--- src/rtl/sysctl_pkg.sv ---
package sysctl_pkg;
  localparam int unsigned DATA_W      = 32;
  localparam logic [31:0] UNLOCK_KEY  = 32'h1688_A8A8;
  localparam logic [31:0] REV_BASE    = 32'h0200_0303;
  localparam int unsigned LAST_IDX    = 105;
  localparam int unsigned NUM_REGS    = LAST_IDX + 1;
  localparam int unsigned IDX_KEY     = 0;
  localparam int unsigned IDX_SCRATCH = 16;
  localparam int unsigned IDX_STRAP_A = 28;
  localparam int unsigned IDX_REV     = 31;
  localparam int unsigned IDX_WO      = 48;
  localparam int unsigned IDX_STRAP_B = 52;
  localparam int unsigned LOCK_LAST   = 64;

  function automatic logic idx_read_only(input logic [31:0] i);
    return (i == 5) || (i >= 20 && i <= 27) || (i == 30) || (i == 31) ||
           (i == 56) || (i == 57);
  endfunction

  function automatic logic idx_in_lock_window(input logic [31:0] i);
    return (i >= 1) && (i <= LOCK_LAST);
  endfunction

  function automatic logic rev_supported(input logic [31:0] rev);
    return rev == REV_BASE;
  endfunction

  function automatic logic [DATA_W-1:0] reset_word(input logic [31:0] rev,
                                                  input logic [31:0] i);
    logic [DATA_W-1:0] v;
    v = '0;
    if (rev == REV_BASE && i == IDX_SCRATCH) v = 32'h0000_0040;
    return v;
  endfunction
endpackage

--- src/rtl/sysctl_access.sv ---
module sysctl_access
  import sysctl_pkg::*;
#(
  parameter int unsigned ADDR_W = 17,
  localparam int unsigned IDX_W = ADDR_W - 2
) (
  input  logic              wr_en,
  input  logic              rd_en,
  input  logic [ADDR_W-1:0] addr,
  input  logic              key_open,
  output logic [IDX_W-1:0]  idx,
  output logic              wr_commit,
  output logic              rd_hit,
  output logic              wr_err_ev,
  output logic              rd_err_ev
);
  logic addr_ok, ro, lock_block;

  always_comb begin
    idx        = addr[ADDR_W-1:2];
    addr_ok    = (addr[1:0] == 2'b00) && (idx <= IDX_W'(LAST_IDX));
    ro         = idx_read_only(32'(idx));
    lock_block = idx_in_lock_window(32'(idx)) && !key_open;
    wr_commit  = wr_en && addr_ok && !ro && !lock_block;
    wr_err_ev  = wr_en && !wr_commit;
    rd_hit     = rd_en && addr_ok;
    rd_err_ev  = rd_en && (!addr_ok || idx == IDX_W'(IDX_WO));
  end
endmodule

--- src/rtl/sysctl_store.sv ---
module sysctl_store
  import sysctl_pkg::*;
#(
  parameter int unsigned IDX_W  = 15,
  parameter logic [31:0] REV_ID = REV_BASE
) (
  input  logic              clk,
  input  logic              rst_n,
  input  logic [DATA_W-1:0] strap_a,
  input  logic [DATA_W-1:0] strap_b,
  input  logic              we,
  input  logic [IDX_W-1:0]  widx,
  input  logic [DATA_W-1:0] wdata,
  input  logic [IDX_W-1:0]  ridx,
  output logic [DATA_W-1:0] rword,
  output logic              key_open
);
  localparam int unsigned SEL_W = $clog2(NUM_REGS);

  logic [DATA_W-1:0] regs [NUM_REGS];

  for (genvar i = 0; i < NUM_REGS; i++) begin : g_reg
    logic [DATA_W-1:0] init_val;
    if (i == IDX_STRAP_A)      begin : g_sa  assign init_val = strap_a; end
    else if (i == IDX_STRAP_B) begin : g_sb  assign init_val = strap_b; end
    else if (i == IDX_REV)     begin : g_rv  assign init_val = REV_ID; end
    else                       begin : g_tb  assign init_val = reset_word(REV_ID, 32'(i)); end

    always_ff @(posedge clk) begin
      if (!rst_n)                             regs[i] <= init_val;
      else if (we && widx == IDX_W'(i))       regs[i] <= wdata;
    end

    if (idx_read_only(32'(i))) begin : g_ro_chk
      AST_RO_STABLE: assert property (@(posedge clk) disable iff (!rst_n)
        1'b1 |=> $stable(regs[i]));
    end
  end

  assign rword    = (ridx <= IDX_W'(LAST_IDX)) ? regs[ridx[SEL_W-1:0]] : '0;
  assign key_open = (regs[IDX_KEY] == UNLOCK_KEY);
endmodule

--- src/rtl/sysctl_regbank.sv ---
module sysctl_regbank
  import sysctl_pkg::*;
#(
  parameter int unsigned ADDR_W = 17,
  parameter logic [31:0] REV_ID = REV_BASE,
  localparam int unsigned IDX_W = ADDR_W - 2
) (
  input  logic              clk,
  input  logic              rst_n,
  input  logic [31:0]       strap_a,
  input  logic [31:0]       strap_b,
  input  logic              wr_en,
  input  logic              rd_en,
  input  logic [ADDR_W-1:0] addr,
  input  logic [31:0]       wr_data,
  output logic [31:0]       rd_data,
  output logic              err_pulse
);
  if (!rev_supported(REV_ID)) begin : g_bad_rev
    $error("sysctl_regbank: unsupported revision parameter");
  end

  logic [IDX_W-1:0]  idx;
  logic              wr_commit, rd_hit, wr_err_ev, rd_err_ev, key_open;
  logic [DATA_W-1:0] rword;

  sysctl_access #(.ADDR_W(ADDR_W)) u_access (
    .wr_en(wr_en), .rd_en(rd_en), .addr(addr), .key_open(key_open),
    .idx(idx), .wr_commit(wr_commit), .rd_hit(rd_hit),
    .wr_err_ev(wr_err_ev), .rd_err_ev(rd_err_ev));

  sysctl_store #(.IDX_W(IDX_W), .REV_ID(REV_ID)) u_store (
    .clk(clk), .rst_n(rst_n), .strap_a(strap_a), .strap_b(strap_b),
    .we(wr_commit), .widx(idx), .wdata(wr_data), .ridx(idx),
    .rword(rword), .key_open(key_open));

  always_ff @(posedge clk) begin
    if (!rst_n) begin
      rd_data   <= '0;
      err_pulse <= 1'b0;
    end else begin
      if (rd_en) rd_data <= rd_hit ? rword : '0;
      err_pulse <= wr_err_ev || rd_err_ev;
    end
  end

  AST_LOCKED_WRITE_FLAGS: assert property (@(posedge clk) disable iff (!rst_n)
    (wr_en && addr[1:0] == 2'b00 && addr[ADDR_W-1:2] >= IDX_W'(1) &&
     addr[ADDR_W-1:2] <= IDX_W'(LOCK_LAST) && !key_open) |=> err_pulse);
  AST_WO_READ_FLAGS: assert property (@(posedge clk) disable iff (!rst_n)
    (rd_en && addr == ADDR_W'(IDX_WO * 4)) |=> err_pulse);
  AST_OOR_READ_ZERO: assert property (@(posedge clk) disable iff (!rst_n)
    (rd_en && addr > ADDR_W'(LAST_IDX * 4)) |=> (rd_data == '0 && err_pulse));
  AST_ERR_NEEDS_STROBE: assert property (@(posedge clk) disable iff (!rst_n)
    err_pulse |-> $past(wr_en || rd_en));
  AST_RDATA_HOLDS: assert property (@(posedge clk) disable iff (!rst_n)
    !rd_en |=> $stable(rd_data));
endmodule

--- config.mk ---
export PLATFORM = sky130hd
export DESIGN_NAME = sysctl_regbank
export DESIGN_NICKNAME = d
export VERILOG_FILES = /design/src/rtl/sysctl_pkg.sv /design/src/rtl/sysctl_access.sv /design/src/rtl/sysctl_store.sv /design/src/rtl/sysctl_regbank.sv
export SDC_FILE = /design/constraint.sdc
export NUM_CORES = 2
export LEC_CHECK = 0
export BUFFER_PORTS_ARGS = -buffer_cell sky130_fd_sc_hd__buf_2
export CAP_MARGIN = 0
export CORE_MARGIN = 4
export CORE_UTILIZATION = 62
export CTS_BUF_LIST = sky130_fd_sc_hd__clkbuf_8 sky130_fd_sc_hd__clkbuf_16
export CTS_CLUSTER_DIAMETER = 150
export CTS_CLUSTER_SIZE = 30
export DETAILED_ROUTE_END_ITERATION = 8
export PLACE_DENSITY = 0.83
export SLEW_MARGIN = 10
export SYNTH_ARGS = -nofsm -noshare
export SYNTH_HDL_FRONTEND = slang
export SYNTH_HIERARCHICAL = 1
export SYNTH_SLANG_ARGS = --single-unit
--- constraint.sdc ---
create_clock -name clk -period 9.25 [get_ports clk]
set_input_delay 1.85 -clock clk [delete_from_list [all_inputs] [get_ports clk]]
set_output_delay 1.85 -clock clk [all_outputs]
set_load 0.01 [all_outputs]
==> results.cfg <==
[sta]
worstMarginPinSlew_ns = 1.349
finalCriticalPeriod_ns = 6.280
rsz0062_at_grt = false
maxSlewHeadroom = 0.09805
drv_slew = 0
max_freq_ghz = 0.1592
hold_viol_final = 0
fin_crit_sh = 0.6789
finalSetupViolations = 0
tns_ns = 0
finalClockSkew_ns = 0.04369

[drt]
firstDrtPassIters = 7
drc = 2
antenna_left = 0
drtIter0Drc = 16940
totalWireLength_um = 460700
vias_per_cell = 7.046
vias = 91330
wl_per_cell_um = 35.54

[min_path]
whs_endpoint = rd_data[10]
holdPathStages = 2
hp-start = rd_data[10]
hold_path_class = reg2reg

[floorplanning]
die_area_mm2 = 0.2605
die_w_um = 510.4
num_rows = 184
die_h_um = 510.4
core_area_mm2 = 0.2512
start_util = 0.6231
io_pins = 150

[placed_design]
io_buffers = 149
gp_congestion = 0.9990
hpwl_um = 272600

[worst_setup_path]
reg2reg_to = u_store/regs[34][9]
end_kind = flop
critPathMaxStageDelay_ns = 0.90
worstPathArrival_ns = 6.76
crit_path_cell_trace = buf_8, or4_1, nor4_1, or4_4, and4_1, nor4b_1, nand2_1, nor3_1, nand2_1, buf_4, o21ai_4
r2r_cells = 11
path_buf_inv = 2
r2r-start = u_store/regs[0][21]
cp.required_ns = 9.73
crit_path_top_delay_cell = o21ai_4
reg2reg_slack_ns = 3.17
crit_family = simple AND/OR/NAND/NOR gates
worstSetupPathType = in2reg
startpoint_type = input port
crit_fanout = 93
cpMostUsedCell = nand2_1

[global_routing]
track_usage = 0.3543
grt_antenna_before_repair = 69
grt_overflow = 0
grt_pass1_wl_um = 653100
grt_pass1_vias = 88950
grt_max_degree = 107

[cts]
htreeDepth = 4
clock_path_buffers = 3
clk_pin_slew_ns = 0.11
ctsResizeCount = 0
cts_tree = built
ctsHoldBuffers = 0
postCtsSetupRepairBufs = 0
cts-root-buf = clkbuf_16
clock_sinks = 3425
numCtsBuffers = 132
clk_latency_ns = 0.88

[synth]
syn_area_mm2 = 0.1565
avgSynthCellArea_um2 = 15.73
synth_compound_area_frac = 0.02063
synth-edff-count = 3392
ys_seq_area_frac = 0.6550
yosys.area_share.simple = 0.1489
synth_fa_ha_area_frac = 0
synthXorXnorAreaFrac = 0
synthTopCellsByArea = edfxtp_1, and2_1, mux4_2
ys_async_sr_fraction = 0
synth_most_common_cell = edfxtp_1
yosysUniqueCellTypes = 68
synth_top_area_frac = 0.6508
synthCells = 9952
synth_fp_nets = 10070
synth_seq_cells = 3425
synth_common_cells = edfxtp_1, and2_1, mux4_2, clkbuf_1, mux2i_1
muxShareOfSynthArea = 0.1458
synth_flop_cell = edfxtp_1
yosys.area.top_type = edfxtp_1
synth_top_family_by_area = simple AND/OR/NAND/NOR gates
ys_warn_count = 6

[layout]
layout.nets = 9640
drive_gt1_frac = 0.1915
nFillCells = 16210
area_growth_pct = 5.438

[power_and_ir_drop]
p_total_mw = 27.96
p_per_area_mw_per_mm2 = 169.5
p_leak_nw = 55.35
peakVddDrop_mv = 0.1877

[job]
maxCapViolCount = 0

[run_status]
failed_checks = DRC
status = finished with violations
## kinds of logic (layout without fill, tap and decap cells)
logic type / count (synthesis) / in the layout
other: 0 / 41
muxes: 1152 / 1152
and+or+nand+nor: 3822 / 3822
buffers and inverters: 1045 / 665
DFF: 3425 / 3425
AOI/OAI and AO/OA: 508 / 508
## report_power, final
group | switching (mW) | leakage [nW] | internal [mW]
Sequential | 0.232 | 32.5 | 17.8
Combinational | 1.79 | 20.9 | 0.925
Clock | 4.54 | 1.93 | 2.72
Total | 6.56 | 55.3 | 21.4
## layout by cell type (no fill, tap or decap), drive strengths merged, types with 27 or more instances in the layout
| master | n |
|---|---|
| a22oi | 40 |
| inv | 52 |
| nand3b | 32 |
| dfxtp | 33 |
| a21oi | 79 |
| nand2 | 112 |
| nand3 | 44 |
| o21ai | 178 |
| mux2 | 82 |
| mux2i | 176 |
| clkbuf | 137 |
| mux4 | 894 |
| a211oi | 87 |
| nor3 | 27 |
| nor2b | 67 |
| and2 | 3333 |
| edfxtp | 3392 |
| o22ai | 38 |
| nor2 | 142 |
| buf | 474 |
| diode | 41 |
## per-layer routing
layer,part of all wire,wire length (um),global-route usage
met1,0.32,147900,0.4647
met5,0.00065,299,0.0005482
met2,0.45,207700,0.5222
met3,0.16,71740,0.1198
met4,0.072,33050,0.2060
## state kept, by name (all words and copies together) (netlist names)
name	cells
u_store/regs	3392
err_pulse	1
rd_data	32
## how the worst max path moves through the flow
| stage | start | endpoint | slack [ns] | cells after the start |
|---|---|---|---|---|
| after floorplan | addr[10] | u_store/regs[99][0] | 2.23 | 10 |
| after global placement | addr[3] | u_store/regs[39][10] | 2.21 | 12 |
| after detailed placement | addr[3] | u_store/regs[34][5] | 2.23 | 11 |
| after CTS | addr[3] | u_store/regs[34][9] | 3.14 | 11 |
| after global routing | addr[3] | u_store/regs[34][26] | 2.85 | 11 |
| final | addr[3] | u_store/regs[34][9] | 2.97 | 11 |
## tightest hold or removal path, delay by kind of cell (launching register included)
family,cells,cell delay (ns)
AOI/OAI and AO/OA,1,0.06
DFF,1,0.32
and+or+nand+nor,1,0.07
## area by class of cell
type                    instances  area [um2]  share of cell area
inverters                       8       35.03           0.0002123
diodes                         41       102.6           0.0006217
flip-flops and latches       3425      102500              0.6213
well taps                    3348        4189             0.02539
clock inverters                46       212.7            0.001289
multi-input cells            5482       51030              0.3092
repair buffers                474        3500             0.02121
clock buffers                 137        3428             0.02078
## metrics by stage
stage          cells  setup WS (ns)    util  area, um2  hold slack, ns
6_report       12960          2.970  0.6570     165000          0.4840
3_5_place_dp   12740          2.225  0.6419     161200          0.4640
2_1_floorplan   9952          2.227       -     156500          0.4928
4_1_cts        12920          3.138  0.6564     164900          0.4813
3_3_place_gp   12730          2.213  0.6415     161100          0.4625
5_1_grt        12930          2.849  0.6567     164900          0.5081
No activity file was read; power rests on OpenSTA's default activity.
